File: config.mk
export PLATFORM = sky130hd
export DESIGN_NAME = sym_tx_serializer
export DESIGN_NICKNAME = d
export VERILOG_FILES = /design/src/rtl/sym_tx_pkg.sv /design/src/rtl/symclk_div.sv /design/src/rtl/sym_piso_nrzi.sv /design/src/rtl/mlt3_seq.sv /design/src/rtl/sym_tx_serializer.sv
export SDC_FILE = /design/constraint.sdc
export NUM_CORES = 1
export LEC_CHECK = 0
export BUFFER_PORTS_ARGS = -buffer_cell sky130_fd_sc_hd__buf_2
export CAP_MARGIN = 15
export CORE_MARGIN = 1
export CORE_UTILIZATION = 47
export DETAILED_ROUTE_END_ITERATION = 10
export GPL_TIMING_DRIVEN = 0
export PLACE_DENSITY = 0.7
export SETUP_SLACK_MARGIN = 0.4
export SYNTH_ARGS = -nofsm -noshare
export SYNTH_HDL_FRONTEND = slang
export SYNTH_SLANG_ARGS = --single-unit
export TNS_END_PERCENT = 100
File: constraint.sdc
create_clock -name clk_i -period 1.2 [get_ports clk_i]
set_input_delay 0.12 -clock clk_i [delete_from_list [all_inputs] [get_ports clk_i]]
set_output_delay 0.12 -clock clk_i [all_outputs]
set_load 0.03 [all_outputs]
File: src/rtl/sym_tx_pkg.sv
package sym_tx_pkg;

  // MLT-3 sequencer states, in stepping order
  typedef enum logic [1:0] {
    MLT_ZERO_A = 2'd0,
    MLT_POS    = 2'd1,
    MLT_ZERO_B = 2'd2,
    MLT_NEG    = 2'd3
  } mlt_state_e;

  typedef logic [1:0] line_lvl_t;

  localparam line_lvl_t LVL_ZERO = 2'b00;
  localparam line_lvl_t LVL_POS  = 2'b01;
  localparam line_lvl_t LVL_NEG  = 2'b11;

endpackage

File: src/rtl/symclk_div.sv
module symclk_div #(
  parameter int RATIO = 5,
  parameter int HIGH  = 2
) (
  input  logic clk_i,
  input  logic rst_ni,
  output logic symclk_o,
  output logic cap_en_o,
  output logic load_en_o
);

  localparam int CNT_W = (RATIO > 1) ? $clog2(RATIO) : 1;
  localparam logic [CNT_W-1:0] CNT_LAST = CNT_W'(RATIO - 1);
  localparam logic [CNT_W-1:0] CNT_HIGH = CNT_W'(HIGH);

  logic [CNT_W-1:0] cnt_q, cnt_d;
  logic             sclk_q, sclk_d;

  always_comb begin
    cnt_d  = (cnt_q == CNT_LAST) ? '0 : cnt_q + CNT_W'(1);
    sclk_d = (cnt_d < CNT_HIGH);
  end

  // reset to the last phase so the first edge starts a symbol period
  always_ff @(posedge clk_i or negedge rst_ni) begin
    if (!rst_ni) begin
      cnt_q  <= CNT_LAST;
      sclk_q <= 1'b0;
    end else begin
      cnt_q  <= cnt_d;
      sclk_q <= sclk_d;
    end
  end

  assign symclk_o  = sclk_q;
  assign cap_en_o  = (cnt_q == CNT_LAST);   // edge where symclk rises
  assign load_en_o = (cnt_q == '0);         // edge right after capture

endmodule

File: src/rtl/sym_piso_nrzi.sv
module sym_piso_nrzi #(
  parameter int W = 5
) (
  input  logic         clk_i,
  input  logic         rst_ni,
  input  logic [W-1:0] sym_i,
  input  logic         cap_en_i,
  input  logic         load_en_i,
  output logic [W-1:0] hold_o,
  output logic         ser_bit_o,
  output logic         nrzi_o
);

  logic [W-1:0] hold_q, hold_d;
  logic [W-1:0] shf_q, shf_d;
  logic         nrzi_q, nrzi_d;

  always_comb begin
    hold_d = hold_q;
    if (cap_en_i) hold_d = sym_i;
  end

  always_comb begin
    if (load_en_i) shf_d = hold_q;
    else           shf_d = {1'b0, shf_q[W-1:1]};
    // last stage: NRZ one flips the NRZI level
    nrzi_d = nrzi_q ^ shf_q[0];
  end

  always_ff @(posedge clk_i or negedge rst_ni) begin
    if (!rst_ni) begin
      hold_q <= '0;
      shf_q  <= '0;
      nrzi_q <= 1'b0;
    end else begin
      hold_q <= hold_d;
      shf_q  <= shf_d;
      nrzi_q <= nrzi_d;
    end
  end

  assign hold_o    = hold_q;
  assign ser_bit_o = shf_q[0];
  assign nrzi_o    = nrzi_q;

endmodule

File: src/rtl/mlt3_seq.sv
module mlt3_seq
  import sym_tx_pkg::*;
(
  input  logic      clk_i,
  input  logic      rst_ni,
  input  logic      nrzi_i,
  input  logic      oe_i,
  output line_lvl_t line_o
);

  mlt_state_e st_q, st_d;
  logic       prev_q;
  logic       step;

  assign step = (nrzi_i != prev_q);

  always_comb begin
    st_d = st_q;
    if (step) st_d = mlt_state_e'(st_q + 2'd1);
  end

  always_ff @(posedge clk_i or negedge rst_ni) begin
    if (!rst_ni) begin
      st_q   <= MLT_ZERO_A;
      prev_q <= 1'b0;
    end else begin
      st_q   <= st_d;
      prev_q <= nrzi_i;
    end
  end

  always_comb begin
    line_o = LVL_ZERO;
    if (oe_i) begin
      case (st_q)
        MLT_POS: line_o = LVL_POS;
        MLT_NEG: line_o = LVL_NEG;
        default: line_o = LVL_ZERO;
      endcase
    end
  end

endmodule

File: src/rtl/sym_tx_serializer.sv
module sym_tx_serializer
  import sym_tx_pkg::*;
#(
  parameter int SYM_W     = 5,
  parameter int SCLK_HIGH = 2
) (
  input  logic             clk_i,
  input  logic             rst_ni,
  input  logic [SYM_W-1:0] sym_i,
  input  logic             oe_i,
  output logic             symclk_o,
  output logic [1:0]       line_o
);

  logic             cap_en_w;
  logic             load_en_w;
  logic [SYM_W-1:0] hold_w;
  logic             ser_bit_w;
  logic             nrzi_w;

  symclk_div #(
    .RATIO (SYM_W),
    .HIGH  (SCLK_HIGH)
  ) div_i (
    .clk_i     (clk_i),
    .rst_ni    (rst_ni),
    .symclk_o  (symclk_o),
    .cap_en_o  (cap_en_w),
    .load_en_o (load_en_w)
  );

  sym_piso_nrzi #(
    .W (SYM_W)
  ) piso_i (
    .clk_i     (clk_i),
    .rst_ni    (rst_ni),
    .sym_i     (sym_i),
    .cap_en_i  (cap_en_w),
    .load_en_i (load_en_w),
    .hold_o    (hold_w),
    .ser_bit_o (ser_bit_w),
    .nrzi_o    (nrzi_w)
  );

  mlt3_seq mlt_i (
    .clk_i  (clk_i),
    .rst_ni (rst_ni),
    .nrzi_i (nrzi_w),
    .oe_i   (oe_i),
    .line_o (line_o)
  );

endmodule

======== After elaboration in Yosys (flattened, before gate mapping) ========
Index checks and enable logic that the tools add are counted.
storage, ports and cells
  register bits after elaboration ......... 18
  input port bits ......................... 8
  output and inout bits ................... 3
  word-level logic and storage cells ...... 20
cells by class
  add/sub/neg operators ................... 2
  magnitude comparators ................... 1
  eq/ne operators ......................... 4
  multiplexer cells ....................... 4
  bitwise logic cells ..................... 1
  reductions and logical operators ........ 1
operators with widths
  kind                   count
  $mux W5                1
  $pmux W2 S2            1
  $add A3 B1 Y3 const B  1
  $eq A3 B3 Y1 const B   1
  $logic_not A3 Y1       1
  $lt A3 B2 Y1 const B   1
  $mux W3                1
  $add A2 B1 Y2 const B  1
  $eq A2 B1 Y1 const B   1
  $eq A2 B2 Y1 const B   1
  $mux W2                1
  $ne A1 B1 Y1           1
  $xor A1 B1 Y1          1

======== Depth between registers and ports, before layout ========
  depth after elaboration ................. 3
  gate-level depth with buffers ........... 4
  gate-level depth less buffers ........... 4

======== Cells and area by module ========
Synthesis repeated with hierarchy kept, for this count alone.
unflattened totals
  cells, all modules ...................... 50
  area total of the unflattened synthesis .. 734.5 µm²
modules (own cells, without submodules)
  module         times used  cells each  area an instance (µm²)  sequential area each (µm²)
  sym_piso_nrzi  1           22          391.6                   275.3
  symclk_div     1           17          197.7                   101.3
  mlt3_seq       1           11          145.1                   75.1

======== Least setup slack after synthesis ========
OpenSTA, ideal clock, no wires.
  kind .................................... flip-flop to flip-flop
  from .................................... reg div_i.cnt_q[0]
  to ...................................... reg piso_i.shf_q[0]
  setup time .............................. 125 ps
  arrival ................................. 1,187 ps
  required time ........................... 1,075 ps
  setup slack ............................. -112 ps
  stages on the path, launching flop included .. 5
  path buffers ............................ 0
  clock period less this slack ............ 1,312 ps
  cells stage by stage .................... dfrtp_1 -> inv_1 -> ha_1 -> nor2b_2 -> mux2_2
between the ends
  cells in the longest elaborated chain, start to end .. 2
ends and longest elaborated chain
  element                    RTL line             RTL
  from (decl)                symclk_div.sv:16     logic [CNT_W-1:0] cnt_q, cnt_d;
  from (signal assigned)     symclk_div.sv:30     cnt_q <= cnt_d;
  $logic_not A3 Y1           symclk_div.sv:37     assign load_en_o = (cnt_q == '0);
  $mux W5                    sym_piso_nrzi.sv:24  if (load_en_i) shf_d = hold_q;
  named net piso_i.shf_d[0]  sym_piso_nrzi.sv:15  logic [W-1:0] shf_q, shf_d;
  to (signal assigned)       sym_piso_nrzi.sv:33  shf_q <= '0;
  to (signal assigned)       sym_piso_nrzi.sv:37  shf_q <= shf_d;
  to (decl)                  sym_piso_nrzi.sv:15
The timed path passes the listed nets, and every way through them passes these cells.
A chain may end at the register's enable or synchronous reset.

======== Worst setup path after layout ========
  from .................................... reg mlt_i.st_q[0]
  to ...................................... out line_o[0]
between the ends
  cells in the longest elaborated chain, start to end .. 3
  elaborated cells on any way between the ends .. 4
  classes of those cells .................. eq/ne (2); mux (2)
ends and longest elaborated chain
  element                                              RTL line                 RTL
  from (decl)                                          mlt3_seq.sv:11           mlt_state_e st_q, st_d;
  from (signal assigned)                               mlt3_seq.sv:27           st_q <= st_d;
  $eq A2 B2 Y1 / $eq A2 B1 Y1 (equally long branches)  mlt3_seq.sv:35           case (st_q)
  $pmux W2 S2 *                                        mlt3_seq.sv:35
  $mux W2 *                                            mlt3_seq.sv:34           if (oe_i) begin
  to (decl)                                            sym_tx_serializer.sv:12  output logic [1:0] line_o
Every way passes the cells marked *; elsewhere a longest branch is shown, timed or not.

==> results.yml <==
sta:
  drv_slew: 0
  post-route-min-period_ns: 1.374
  setup_ws_ns: -0.1742
  worst_pin_slew_ns: 0.3913
  grt_setup_unrepaired: "true"
  tns_ns: -0.8157
  max_freq_ghz: 0.7277
  setup_viol: 12
  fin_skew_ns: 0.001018
  slew_headroom_pct: 73.91
  hold_viol: 0
  timing.final.crit_share_pct: 114.5
critical_path:
  required_ns: 1.08
  rr_worst_depth: 4
  critPathTopFamily: "flip-flops"
  crit_start: "mlt_i.st_q[0]$_DFFE_PN0P_"
  slowest_stage: "dfrtp_2"
  critical_path_class: "reg -> out"
  worstPathArrival_ns: 1.25
  path_max_fanout: 4
  cpPeakStageDelay_ns: 0.47
  worst-path-buf-inv: 1
  crit_cells: 3
  r2r_setup_slack_ns: -0.09
  reg2reg_from: "div_i.cnt_q[0]$_DFF_PN0_"
  cp_cell_sequence: "ha_4, o21a_4, buf_6"
  crit_path_end_kind: "output pin"
  cp-start-kind: "flip-flop"
logic_synthesis:
  synth_simple_gate_area_share_pct: 5.743
  synthCells: 51
  yosys.area.top_type_share_pct: 57.43
  synthMuxAreaShare_pct: 15.03
  ys_ff_latch: 18
  syn_avg_cell_area_sq_um: 14.52
  synth_compound_area_share_pct: 3.041
  synth_edf_count: 0
  yosys_warnings: 0
  yosysSeqAreaShare_pct: 60.98
  ys.flop_type: "dfrtp_1"
  synth_top_family_by_area: "multiplexers"
  synth_cell_types: 15
  syn_nets: 64
  yosys.area.top_type: "dfrtp_1"
  synth_most_common_cell: "dfrtp_1"
  synth-xor-area-share_pct: 4.730
  netlist_area_sq_um: 740.7
  synthTopCellsByCount: "17 x dfrtp_1, 9 x mux2_2, 5 x ha_1, 4 x inv_1, 3 x and2_1"
  ys_async_sr_fraction_pct: 100.0
  synthTopCellsByArea: "dfrtp_1 57%, mux2_2 14%, ha_1 8.4%"
  synthAdderAreaFrac_pct: 8.446
clock_network:
  cts_tree: "yes"
  htree_levels: 1
  cts_buffer_depth: 2
  cts_root_buf: "clkbuf_4"
  clkLatencyLatePin_ns: 0.28
  cts_buffers: 3
  clock-sinks: 18
  clkTransAtPathRegs_ns: 0.10
floorplanning:
  die_w_um: 41.70
  rows: 13
  core-area_sq_mm: 0.001383
  start_util_pct: 53.57
  num_io_pins: 11
  die_height_um: 41.70
  fp.dieArea_sq_mm: 0.001739
status:
  violations: "negative setup slack"
  outcome: "finished, violations left"
global_routing:
  grtUsageTotal_pct: 14.09
  grt_pass1_wl_um: 1904
  grt_start_max_net_pins: 19
  gr-total-overflow: 0
  grt_pass1_vias: 464
  grt_antenna_before_repair: 0
placement:
  placed_area_sq_um: 885.9
  port_buffers: 10
  finalWeightedCongestion: 0.7131
worst_hold_path:
  hp-start: "sym_i[0]"
  min_delay_path_depth: 2
  holdCritPathClass: "in -> reg"
drt:
  firstDrtPassIters: 3
  viasPerCell: 4.900
  drt-wirelength-per-cell_um: 12.06
  ant_nets: 0
  drt_iter0_drc: 3
  wl_um: 1085
  drc_errors: 0
  num_vias: 441
job:
  max_cap_viol_count: 0
power_and_ir_drop:
  vdd_drop_max_mv: 0.9992
  p_leak_nw: 0.5155
  power.density_mw_per_mm2: 1575
  total_power_w: 0.001738
cells_and_area:
  nets: 89
  antennaDiodeCount: 0
  fill_cells: 79
  area_growth_pct: 48.99
  drive_above_1_share_pct: 68.00
  final_util_pct: 79.82
  final_area_sq_mm: 0.001104
[per-stage QoR]
step	setup WS, ns	std cells	hold slack [ns]
2_1_floorplan	-0.02120	51	-0.1756
3_3_place_gp	-0.07981	76	0.06362
3_5_place_dp	-0.08318	76	0.06853
4_1_cts	-0.1967	89	0.05989
5_1_grt	-0.2069	90	0.05065
6_report	-0.1742	90	0.06302
[final cells by class]
| type | count | area (sq um) | area share, % |
|---|---|---|---|
| inverters | 4 | 15.01 | 1.361 |
| multi-input cells | 29 | 406.6 | 36.85 |
| repair buffers | 20 | 172.7 | 15.65 |
| flip-flops and latches | 18 | 454.2 | 41.16 |
| well taps | 15 | 18.77 | 1.701 |
| clock buffers | 4 | 36.28 | 3.288 |
[metal layers]
layer  global-route usage, %  share of wire, %  vias up
met1                   20.64                51      216
met3                   2.609               2.3        0
met4                   1.935                 0        0
met5                       0                 0        -
met2                   22.50                47        7
li1                        -                 -      218
[report_power, final]
part / switching, W / internal, W
sequential: 0.000103 / 0.000701
clock: 0.000174 / 0.000184
combinational: 0.000214 / 0.000361
total: 0.000492 / 0.00125
[cell families (layout without fill, tap and decap cells)]
kind of cell    count (synthesis)  in the layout
fa+ha+maj                       5              5
buf+inv                         4             28
flops                          18             18
mux                            10             10
simple gates                    6              6
compound gates                  4              4
xor+xnor                        4              4
[cell usage in the layout (no fill, tap or decap), types with 2 or more instances in the layout]
master	n
buf_4	2
and2_4	2
buf_6	10
xor2_1	2
buf_2	7
ha_4	4
dfrtp_2	2
inv_2	3
dfrtp_1	15
mux2_4	9
clkbuf_4	3
[repair_timing]
| item | 4_1_cts | 5_1_grt |
|---|---|---|
| endpoints found under the hold margin | 17 | 0 |
| buffers inserted | 8 | 1 |
| resized for setup | 26 | 2 |
| pin swaps | 7 | 4 |
| setup endpoints to repair | 19 | 20 |
| hold buffers | 1 | 0 |
[sequential cells by signal, summed over array words and instances, names as in the netlist]
signal,cells
div_i.cnt_q,3
div_i.symclk_o,1
mlt_i.prev_q,1
mlt_i.st_q,2
piso_i.hold_o,5
piso_i.nrzi_o,1
piso_i.shf_q,5
[path summary, 6_finish.rpt]
check / to
min reg2reg: piso_i.nrzi_o$_DFF_PN0_
max: line_o[0]
max reg2reg: piso_i.shf_q[0]$_DFF_PN0_
min: piso_i.hold_o[0]$_DFFE_PN0N_
max in group asynchronous: div_i.cnt_q[2]$_DFF_PN1_
min in group asynchronous: mlt_i.st_q[0]$_DFFE_PN0P_
Note: power is estimated with default switching activity, not from simulation.
